--- src/rtl/exc_seq_pkg.sv ---
package exc_seq_pkg;
  typedef enum logic [2:0] {
    ST_IDLE, ST_VEC, ST_PSR, ST_PPC, ST_JMP
  } exc_st_e;

  typedef struct packed {
    logic undef;
    logic pc_write;
    logic long_op;
    logic bank_restore;
    logic divide;
    logic fpu_op;
    logic bank_op;
  } slot_cls_t;
endpackage

--- src/rtl/slot_check.sv ---
module slot_check
  import exc_seq_pkg::*;
#(
  parameter bit STANDBY_IS_ABSENT = 1'b1
) (
  input  slot_cls_t cls_i,
  input  logic      is_trap_i,
  input  logic      fpu_present_i,
  input  logic      fpu_standby_i,
  input  logic      bank_present_i,
  output logic      illegal_o
);
  logic fpu_usable;
  logic fpu_undef, bank_undef, fixed_bad;

  generate
    if (STANDBY_IS_ABSENT) begin : g_sb
      assign fpu_usable = fpu_present_i & ~fpu_standby_i;
    end else begin : g_nosb
      assign fpu_usable = fpu_present_i;
    end
  endgenerate

  // a trap rewrites the PC, so it belongs to the PC-write class
  assign fixed_bad  = cls_i.undef | cls_i.pc_write | is_trap_i | cls_i.long_op
                    | cls_i.bank_restore | cls_i.divide;
  assign fpu_undef  = cls_i.fpu_op & ~fpu_usable;
  assign bank_undef = cls_i.bank_op & ~bank_present_i;
  assign illegal_o  = fixed_bad | fpu_undef | bank_undef;
endmodule

--- src/rtl/exc_fsm.sv ---
module exc_fsm
  import exc_seq_pkg::*;
#(
  parameter int AW    = 32,
  parameter int DW    = 32,
  parameter int VEC_W = 8
) (
  input  logic             clk_i,
  input  logic             rst_ni,
  input  logic             start_i,
  input  logic [VEC_W-1:0] vec_i,
  input  logic [AW-1:0]    ret_pc_i,
  input  logic [AW-1:0]    vbr_i,
  input  logic [DW-1:0]    sr_i,
  input  logic [AW-1:0]    sp_i,
  output logic             busy_o,
  output logic             mem_req_o,
  output logic             mem_we_o,
  output logic [AW-1:0]    mem_addr_o,
  output logic [DW-1:0]    mem_wdata_o,
  input  logic             mem_ack_i,
  input  logic [DW-1:0]    mem_rdata_i,
  output logic             redir_valid_o,
  output logic [AW-1:0]    redir_pc_o,
  output logic [AW-1:0]    sp_o
);
  localparam int WORD_B = 4;

  exc_st_e       state_q;
  logic [AW-1:0] vaddr_q, ret_q, sp_q, hnd_q;
  logic [DW-1:0] sr_q;

  always_ff @(posedge clk_i or negedge rst_ni) begin
    if (!rst_ni) begin
      state_q <= ST_IDLE;
      vaddr_q <= '0;
      ret_q   <= '0;
      sp_q    <= '0;
      sr_q    <= '0;
      hnd_q   <= '0;
    end else begin
      case (state_q)
        ST_IDLE: if (start_i) begin
          state_q <= ST_VEC;
          vaddr_q <= vbr_i + AW'({vec_i, 2'b00});
          ret_q   <= ret_pc_i;
          sp_q    <= sp_i;
          sr_q    <= sr_i;
        end
        ST_VEC: if (mem_ack_i) begin
          hnd_q   <= AW'(mem_rdata_i);
          state_q <= ST_PSR;
        end
        ST_PSR: if (mem_ack_i) state_q <= ST_PPC;
        ST_PPC: if (mem_ack_i) state_q <= ST_JMP;
        ST_JMP:  state_q <= ST_IDLE;
        default: state_q <= ST_IDLE;
      endcase
    end
  end

  always_comb begin
    mem_req_o   = 1'b0;
    mem_we_o    = 1'b0;
    mem_addr_o  = '0;
    mem_wdata_o = '0;
    case (state_q)
      ST_VEC: begin
        mem_req_o  = 1'b1;
        mem_addr_o = vaddr_q;
      end
      ST_PSR: begin
        mem_req_o   = 1'b1;
        mem_we_o    = 1'b1;
        mem_addr_o  = sp_q - AW'(WORD_B);
        mem_wdata_o = sr_q;
      end
      ST_PPC: begin
        mem_req_o   = 1'b1;
        mem_we_o    = 1'b1;
        mem_addr_o  = sp_q - AW'(2 * WORD_B);
        mem_wdata_o = DW'(ret_q);
      end
      default: ;
    endcase
  end

  assign busy_o        = (state_q != ST_IDLE);
  assign redir_valid_o = (state_q == ST_JMP);
  assign redir_pc_o    = hnd_q;
  assign sp_o          = sp_q - AW'(2 * WORD_B);

  a_r10_req_hold: assert property (@(posedge clk_i) disable iff (!rst_ni)
    (mem_req_o && !mem_ack_i) |=> (mem_req_o && $stable(mem_addr_o)
      && $stable(mem_we_o) && $stable(mem_wdata_o)));
  a_r10_redir_pulse: assert property (@(posedge clk_i) disable iff (!rst_ni)
    redir_valid_o |=> !redir_valid_o);
  a_r2_redir_after_push: assert property (@(posedge clk_i) disable iff (!rst_ni)
    redir_valid_o |-> ($past(mem_ack_i) && $past(mem_we_o)));
  a_r9_busy_on_redir: assert property (@(posedge clk_i) disable iff (!rst_ni)
    redir_valid_o |-> busy_o);
  a_r9_idle_quiet: assert property (@(posedge clk_i) disable iff (!rst_ni)
    !busy_o |-> (!mem_req_o && !redir_valid_o));
endmodule

--- src/rtl/exc_entry_seq.sv ---
module exc_entry_seq
  import exc_seq_pkg::*;
#(
  parameter int AW       = 32,
  parameter int DW       = 32,
  parameter int VEC_W    = 8,
  parameter int SLOT_VEC = 6,
  parameter int ILEN_B   = 2
) (
  input  logic             clk_i,
  input  logic             rst_ni,
  input  logic             dec_valid_i,
  input  logic [AW-1:0]    dec_pc_i,
  input  logic             dec_is_trap_i,
  input  logic [VEC_W-1:0] dec_trap_vec_i,
  input  logic             dec_in_slot_i,
  input  logic [AW-1:0]    dec_branch_pc_i,
  input  logic             cls_undef_i,
  input  logic             cls_pc_write_i,
  input  logic             cls_long_i,
  input  logic             cls_bank_restore_i,
  input  logic             cls_divide_i,
  input  logic             cls_fpu_i,
  input  logic             cls_bank_i,
  input  logic             cfg_fpu_present_i,
  input  logic             cfg_fpu_standby_i,
  input  logic             cfg_bank_present_i,
  input  logic [AW-1:0]    vbr_i,
  input  logic [DW-1:0]    sr_i,
  input  logic [AW-1:0]    sp_i,
  output logic             busy_o,
  output logic             mem_req_o,
  output logic             mem_we_o,
  output logic [AW-1:0]    mem_addr_o,
  output logic [DW-1:0]    mem_wdata_o,
  input  logic             mem_ack_i,
  input  logic [DW-1:0]    mem_rdata_i,
  output logic             redir_valid_o,
  output logic [AW-1:0]    redir_pc_o,
  output logic [AW-1:0]    sp_o
);
  slot_cls_t        cls;
  logic             slot_bad, slot_exc, trap_exc, accept;
  logic [VEC_W-1:0] sel_vec;
  logic [AW-1:0]    sel_ret;

  assign cls = '{undef: cls_undef_i, pc_write: cls_pc_write_i, long_op: cls_long_i,
                 bank_restore: cls_bank_restore_i, divide: cls_divide_i,
                 fpu_op: cls_fpu_i, bank_op: cls_bank_i};

  slot_check #(.STANDBY_IS_ABSENT(1'b1)) u_chk (
    .cls_i          (cls),
    .is_trap_i      (dec_is_trap_i),
    .fpu_present_i  (cfg_fpu_present_i),
    .fpu_standby_i  (cfg_fpu_standby_i),
    .bank_present_i (cfg_bank_present_i),
    .illegal_o      (slot_bad)
  );

  assign slot_exc = dec_in_slot_i & slot_bad;
  assign trap_exc = dec_is_trap_i & ~dec_in_slot_i;
  assign accept   = dec_valid_i & ~busy_o & (slot_exc | trap_exc);
  assign sel_vec  = slot_exc ? VEC_W'(SLOT_VEC) : dec_trap_vec_i;
  assign sel_ret  = slot_exc ? dec_branch_pc_i : dec_pc_i + AW'(ILEN_B);

  exc_fsm #(.AW(AW), .DW(DW), .VEC_W(VEC_W)) u_fsm (
    .clk_i         (clk_i),
    .rst_ni        (rst_ni),
    .start_i       (accept),
    .vec_i         (sel_vec),
    .ret_pc_i      (sel_ret),
    .vbr_i         (vbr_i),
    .sr_i          (sr_i),
    .sp_i          (sp_i),
    .busy_o        (busy_o),
    .mem_req_o     (mem_req_o),
    .mem_we_o      (mem_we_o),
    .mem_addr_o    (mem_addr_o),
    .mem_wdata_o   (mem_wdata_o),
    .mem_ack_i     (mem_ack_i),
    .mem_rdata_i   (mem_rdata_i),
    .redir_valid_o (redir_valid_o),
    .redir_pc_o    (redir_pc_o),
    .sp_o          (sp_o)
  );

  a_r8_trap_in_slot: assert property (@(posedge clk_i) disable iff (!rst_ni)
    (dec_valid_i && !busy_o && dec_in_slot_i && dec_is_trap_i)
      |=> (mem_req_o && !mem_we_o && mem_addr_o == $past(vbr_i) + AW'(4 * SLOT_VEC)));
  a_r9_busy_after_accept: assert property (@(posedge clk_i) disable iff (!rst_ni)
    (dec_valid_i && !busy_o && dec_is_trap_i) |=> busy_o);
  a_r7_no_start: assert property (@(posedge clk_i) disable iff (!rst_ni)
    (!busy_o && !(dec_valid_i && (dec_is_trap_i || dec_in_slot_i))) |=> !busy_o);
endmodule

--- config.mk ---
export PLATFORM = sky130hd
export DESIGN_NAME = exc_entry_seq
export DESIGN_NICKNAME = d
export VERILOG_FILES = /design/src/rtl/exc_seq_pkg.sv /design/src/rtl/slot_check.sv /design/src/rtl/exc_fsm.sv /design/src/rtl/exc_entry_seq.sv
export SDC_FILE = /design/constraint.sdc
export NUM_CORES = 1
export LEC_CHECK = 0
export BUFFER_PORTS_ARGS = -buffer_cell sky130_fd_sc_hd__buf_2
export CAP_MARGIN = 30
export CORE_MARGIN = 10
export CORE_UTILIZATION = 46
export CTS_CLUSTER_SIZE = 12
export DETAILED_ROUTE_END_ITERATION = 8
export GPL_TIMING_DRIVEN = 0
export PLACE_DENSITY = 0.75
export SYNTH_ARGS = -nofsm -noshare
export SYNTH_HDL_FRONTEND = slang
export SYNTH_SLANG_ARGS = --single-unit
--- constraint.sdc ---
create_clock -name clk_i -period 2.6 [get_ports clk_i]
set_input_delay 0.78 -clock clk_i [delete_from_list [all_inputs] [get_ports clk_i]]
set_output_delay 0.78 -clock clk_i [all_outputs]
set_load 0.03 [all_outputs]
Yosys cells after proc, flatten, opt, wreduce, memory -nomap -nowiden

Cells that the tools add are included.

Input bits: 216
Word-level logic and storage cells: 56
Output and inout port bits: 132
Register bits after elaboration: 163

Add/subtract/negate cells: 4
Reduce and logical (&&, ||, !) cells: 7
Muxes and demuxes: 11
Bitwise gates (word level): 20
Equal/unequal tests: 8

Operator list:

| operator                | count |
|---|---|
| $pmux W32 S3            | 1 |
| $pmux W32 S2            | 1 |
| $add A32 B10 Y32        | 1 |
| $add A32 B2 Y32 const B | 1 |
| $mux W32                | 1 |
| $sub A32 B3 Y32 const B | 1 |
| $sub A32 B4 Y32 const B | 1 |
| $mux W3                 | 4 |
| $pmux W3 S4             | 1 |
| $mux W8                 | 1 |
| $ne A2 B2 Y1 const B    | 4 |
| $or A1 B1 Y1            | 8 |
| $and A1 B1 Y1           | 7 |
| $eq A3 B2 Y1 const B    | 2 |
| $not A1 Y1              | 5 |
| $reduce_and A2 Y1       | 2 |
| $reduce_and A4 Y1       | 1 |
| $eq A3 B1 Y1 const B    | 1 |
| $eq A3 B3 Y1 const B    | 1 |
| $logic_not A3 Y1        | 1 |
| $reduce_bool A3 Y1      | 1 |
| $reduce_or A3 Y1        | 1 |
| $mux W1                 | 2 |
| $reduce_or A2 Y1        | 1 |

Depth between registers and ports, before layout

Word-level depth: 12
Mapped depth: 14
Mapped depth without buffers: 12

By module

Synthesis repeated with hierarchy kept, for this count alone.

Cells, all modules: 1,241
Area total of the unflattened synthesis: 10,136.0 um2

By module, submodules not included:

| module        | sequential area each (um2) | area an instance (um2) | cells each | times used |
|---|---|---|---|---|
| exc_fsm       | 4,078.9                    | 8,949.8                | 1,045      | 1 |
| exc_entry_seq | 0.0                        | 1,144.8                | 190        | 1 |
| slot_check    | 0.0                        | 41.3                   | 6          | 1 |

Worst setup path before layout

No wires, ideal clock.

Path kind: input -> register
From: input dec_is_trap_i
To: register u_fsm.vaddr_q[26]
Library setup time: 0.083 ns
Path buffers: 2
Cell stages on the path: 13
Setup slack: -1.038 ns
Required time: 2.517 ns
Arrival: 3.555 ns
Cells stage by stage: nor4_1 -> nand3_1 -> o21ai_1 -> clkbuf_1 -> nand2b_1 -> fa_1 -> a21o_1 -> a21o_1 -> a21oi_1 -> buf_1 -> nor4_1 -> xnor2_1 -> o21ai_0

Longest elaborated chain between the ends: 10
Elaborated cells on any way between the ends: 13
Those cells by class: add/sub (1); mux (1); bitwise (10); reduce/logical (1)

Ends and longest elaborated chain:

| element                                                                   | line                | source |
|---|---|---|
| start, declared                                                           | exc_entry_seq.sv:14 | `input logic dec_is_trap_i,` |
| parallel branches: the longest is 10 deep, another holds $add A32 B10 Y32 | n/a                 |  |
| end signal, assigned                                                      | exc_fsm.sv:45       | `vaddr_q <= vbr_i + AW'({vec_i, 2'b00});` |
| end, declared                                                             | exc_fsm.sv:30       | `logic [AW-1:0] vaddr_q, ret_q, sp_q, hnd_q;` |

Several ways; the timed one is not identified.
A chain may end at the register's enable or synchronous reset.

Worst setup path in the final report

From: register u_fsm.sp_q[5]
To: output mem_addr_o[22]

Longest elaborated chain between the ends: 2
Elaborated cells on any way between the ends: 3
Those cells by class: add/sub (2); mux (1)

Ends and longest elaborated chain:

| element                                                   | line                         | source |
|---|---|---|
| start, declared                                           | exc_fsm.sv:30                |  |
| start signal, assigned                                    | exc_fsm.sv:47                | `sp_q <= sp_i;` |
| $sub A32 B4 Y32 / $sub A32 B3 Y32 (equally long branches) | exc_fsm.sv:81, exc_fsm.sv:75 |  |
| $pmux W32 S3 (*)                                          | exc_fsm.sv:67                | `case (state_q)` |
| end, declared                                             | exc_entry_seq.sv:34          | `output logic [AW-1:0] mem_addr_o,` |

Every way passes the cells marked *; elsewhere a longest branch is shown, timed or not.

==> impl_metrics.csv <==
group,metric,value,unit
die,start_util,46.9,%
power_and_ir_drop,clockPowerShare,12.8,%
power_and_ir_drop,switchingPower,9.66,mW
die,die_y,167,µm
die,io_pins,348,
detailed_routing,drt_iter0_markers,869,
detailed_routing,vias_per_cell,5.68,
place,pre_cts_ws,-1.27,ns
logic_synthesis,synth_top_cell_area_share,41.3,%
logic_synthesis,avgSynthCellArea,9.51,µm²
worst_setup_path,end_kind,"primary output",
die,die_area,27800,µm²
die,core.rowCount,53,
power_and_ir_drop,p_leak,7.20,nW
grt,grt_overflow,0,
logic_synthesis,synth_area_leader_cell,"dfrtp_1",
worst_setup_path,start_kind,"flip-flop",
logic_synthesis,synthArstFlopShare,100,%
logic_synthesis,synthTopCellsByArea,"dfrtp_1 (41%), mux2_2 (12%), xnor2_1 (5.8%), nand2_1 (4.7%), nor2_1 (4.4%)",
power_and_ir_drop,total_power,20.0,mW
grt,antenna_found_initial,12,
die,die_x,167,µm
die,core_area,21100,µm²
logic_synthesis,synth_nets,1268,
worst_setup_path,crit_required,1.82,ns
sta,min_period,3.72,ns
power_and_ir_drop,vdd_drop_max,0.751,mV
finish,nNetsFinal,1721,
logic_synthesis,syn_inst,1039,
power_and_ir_drop,p_int,10.3,mW
sta,fin_skew,0.0162,ns
worst_setup_path,ff2ff_path_depth,7,
status,status,"finished, violations left",
clocking,root_buffer,"clkbuf_16",
sta,clock.fmax,0.269,GHz
detailed_routing,wirelength,42700,µm
sta,rsz0062_at_grt,"yes",
clocking,clk_pin_slew,0.07,ns
sta,fin_crit_sh,143,%
job,cap_violations,0,
power_and_ir_drop,switching_share,48.3,%
clocking,cts_buffers,17,
clocking,cts_tree,"yes",
detailed_routing,vias,10200,
place,dp_hpwl,28100,µm
power_and_ir_drop,seqPwrFrac,25.2,%
logic_synthesis,synth_flop_cell,"dfrtp_1",
logic_synthesis,synth_area,9880,µm²
sta,slew_violations,0,
detailed_routing,ant_nets,0,
logic_synthesis,synth-edff-count,0,
power_and_ir_drop,pwr-share-comb,62.1,%
clocking,clk_latency,0.44,ns
logic_synthesis,synth_cell_types,60,
sta,slew_headroom,34.8,%
grt,grt_max_degree,85,
clocking,cts_num_sinks,163,
place,routabilityCongestion,0.886,
sta,finalHoldViolCount,0,
detailed_routing,drc,0,
place,port_buffers,347,
worst_setup_path,reg2reg_slack,0.22,ns
finish,nFillCells,1393,
grt,grt_util_all_layers,27.5,%
finish,drive_gt1_share,56.4,%
worst_hold_path,holdCritPathClass,"input pin to async pin",
worst_setup_path,critPathMaxFanout,5,
detailed_routing,drt_first_pass_iters,5,
grt,grt_pass1_vias,10500,
logic_synthesis,ys_ff_latch,163,
sta,setup_viol,83,
worst_setup_path,worstSetupPathType,"flip-flop to primary output",
grt,grt_pass1_wl,60700,µm
logic_synthesis,yosysSeqAreaShare,41.3,%
worst_setup_path,worstPathArrival,2.94,ns
sta,tightestPinTransition,0.977,ns
status,violations,"negative setup slack",
detailed_routing,wl_per_cell,23.9,µm
clocking,htree_levels,4,
power_and_ir_drop,p_per_area,1270,nW/µm²
clocking,clockBufferDepth,2,
sta,fin_ws,-1.12,ns
finish,flow.area_growth_from_synthesis,58.8,%
logic_synthesis,ys.warnings.count,0,
clocking,cts_hold_buf,0,
==> layout by cell type, fill, tap and decap left out, types with 15 or more instances in the layout <==
master and n:
dfrtp_1 152, xnor2_1 43, buf_6 81, o21ai_0 26, clkbuf_16 22, nand2_1 112, buf_4 110, nor4_4 15
nor2_1 97, mux2_2 103, xnor2_2 15, xor2_1 31, o21ai_1 29, mux2i_1 37, o21ai_2 21, buf_2 269
==> cell usage after synthesis (4+ instances only) <==
master	n
nand3_1	27
o211ai_1	5
a22oi_1	4
or2_2	4
and2_1	9
nand2b_1	6
buf_1	4
o21ai_1	7
nand4_1	9
nor4_1	12
inv_1	17
o31ai_1	11
nor3_1	28
buf_2	18
xor2_1	47
xnor2_1	65
mux2_2	103
o21ai_0	71
nor3b_1	7
dfrtp_1	163
mux2i_1	38
nor2_1	115
a21boi_0	4
and3_1	5
buf_4	8
nor4_2	4
ha_1	12
and4_1	5
a21oi_1	21
clkbuf_1	37
nand2_1	124
==> layout make-up <==
type / count / area (µm²) / share of cell area (%)
Multi-Input combinational cell: 790 / 7010 / 44.7
Timing Repair Buffer: 444 / 3070 / 19.6
Inverter: 17 / 71.3 / 0.454
Clock buffer: 17 / 425 / 2.71
Sequential cell: 163 / 4090 / 26.1
Buffer: 59 / 498 / 3.17
Clock inverter: 15 / 164 / 1.04
Tap cell: 275 / 344 / 2.19
Antenna cell: 7 / 17.5 / 0.112
==> metal layers <==
metal  wire (µm)  up-vias  GRT usage (%)
met1       15400     4885           30.8
met3        4030      170           9.16
met4        2030       12           11.3
met2       21100      593           47.1
met5          73        -              0
li1            -     4497              -
==> final timing paths <==
check | startpoint | to
setup / recovery | u_fsm.sp_q[5] | mem_addr_o[22]
max in group asynchronous | rst_ni | u_fsm.state_q[0]
min in group clk_i | u_fsm.ret_q[29] | u_fsm.ret_q[29]
setup reg to reg | u_fsm.state_q[0] | u_fsm.redir_pc_o[11]
hold / removal | rst_ni | u_fsm.sp_q[14]
hold reg to reg | u_fsm.ret_q[29] | u_fsm.ret_q[29]
==> kinds of logic (layout without fill, tap and decap cells) <==
kind of cell | count (synthesis) | count (layout) | share of synthesized area (%)
AND/OR/NAND/NOR | 381 | 381 | 18.9
buffers and inverters | 86 | 552 | 3.91
XOR/XNOR | 112 | 112 | 9.92
adder cells (fa/ha/maj) | 13 | 13 | 1.72
other | 0 | 7 | 0
multiplexers | 141 | 141 | 15.6
AO/OA/AOI/OAI | 143 | 143 | 8.66
flip-flops | 163 | 163 | 41.3
==> critical path, stage by stage, from the launching register on <==
cell and delay [ns]:
dfrtp_1 0.40, buf_6 0.14, nor4_4 0.42, buf_4 0.19
nand4_1 0.23, nor2_2 0.29, xor2_2 0.32, a22oi_2 0.14
a21oi_4 0.22, buf_6 0.16
==> power by group through the flow <==
stage	clock, mW	combinational, mW	sequential [mW]
after floorplan	0	6.39	5.05
after global placement	0	9.36	4.73
after detailed placement	0	9.51	4.79
after CTS	2.57	11.3	4.87
after global routing	2.68	13.0	5.14
final	2.55	12.4	5.03
==> sequential cells by signal, summed over array words and instances (netlist names) <==
signal,flops
u_fsm.state_q,3
u_fsm.sp_q,32
u_fsm.redir_pc_o,32
u_fsm.sr_q,32
u_fsm.vaddr_q,32
u_fsm.ret_q,32
==> stage by stage <==
step	instance area, µm²	hold WS [ns]	TNS, ns	utilization (%)	cells
2_1_floorplan	10700	0.444	-17.83	-	1039
3_3_place_gp	12800	0.462	-429.96	60.7	1661
3_5_place_dp	12800	0.471	-130.74	60.9	1662
4_1_cts	15000	0.362	-34.31	71.4	1752
5_1_grt	15700	0.359	-50.48	74.4	1786
6_report	15700	0.312	-44.41	74.4	1787
==> repair_timing <==
item | 4_1_cts | 5_1_grt
gates cloned | 2 | 1
endpoints found under the setup margin | 221 | 161
buffers inserted | 66 | 35
hold endpoints to repair | 0 | 0
gates resized for setup | 297 | 112
pin swaps | 76 | 68
Power figures use the tool's default switching activity.
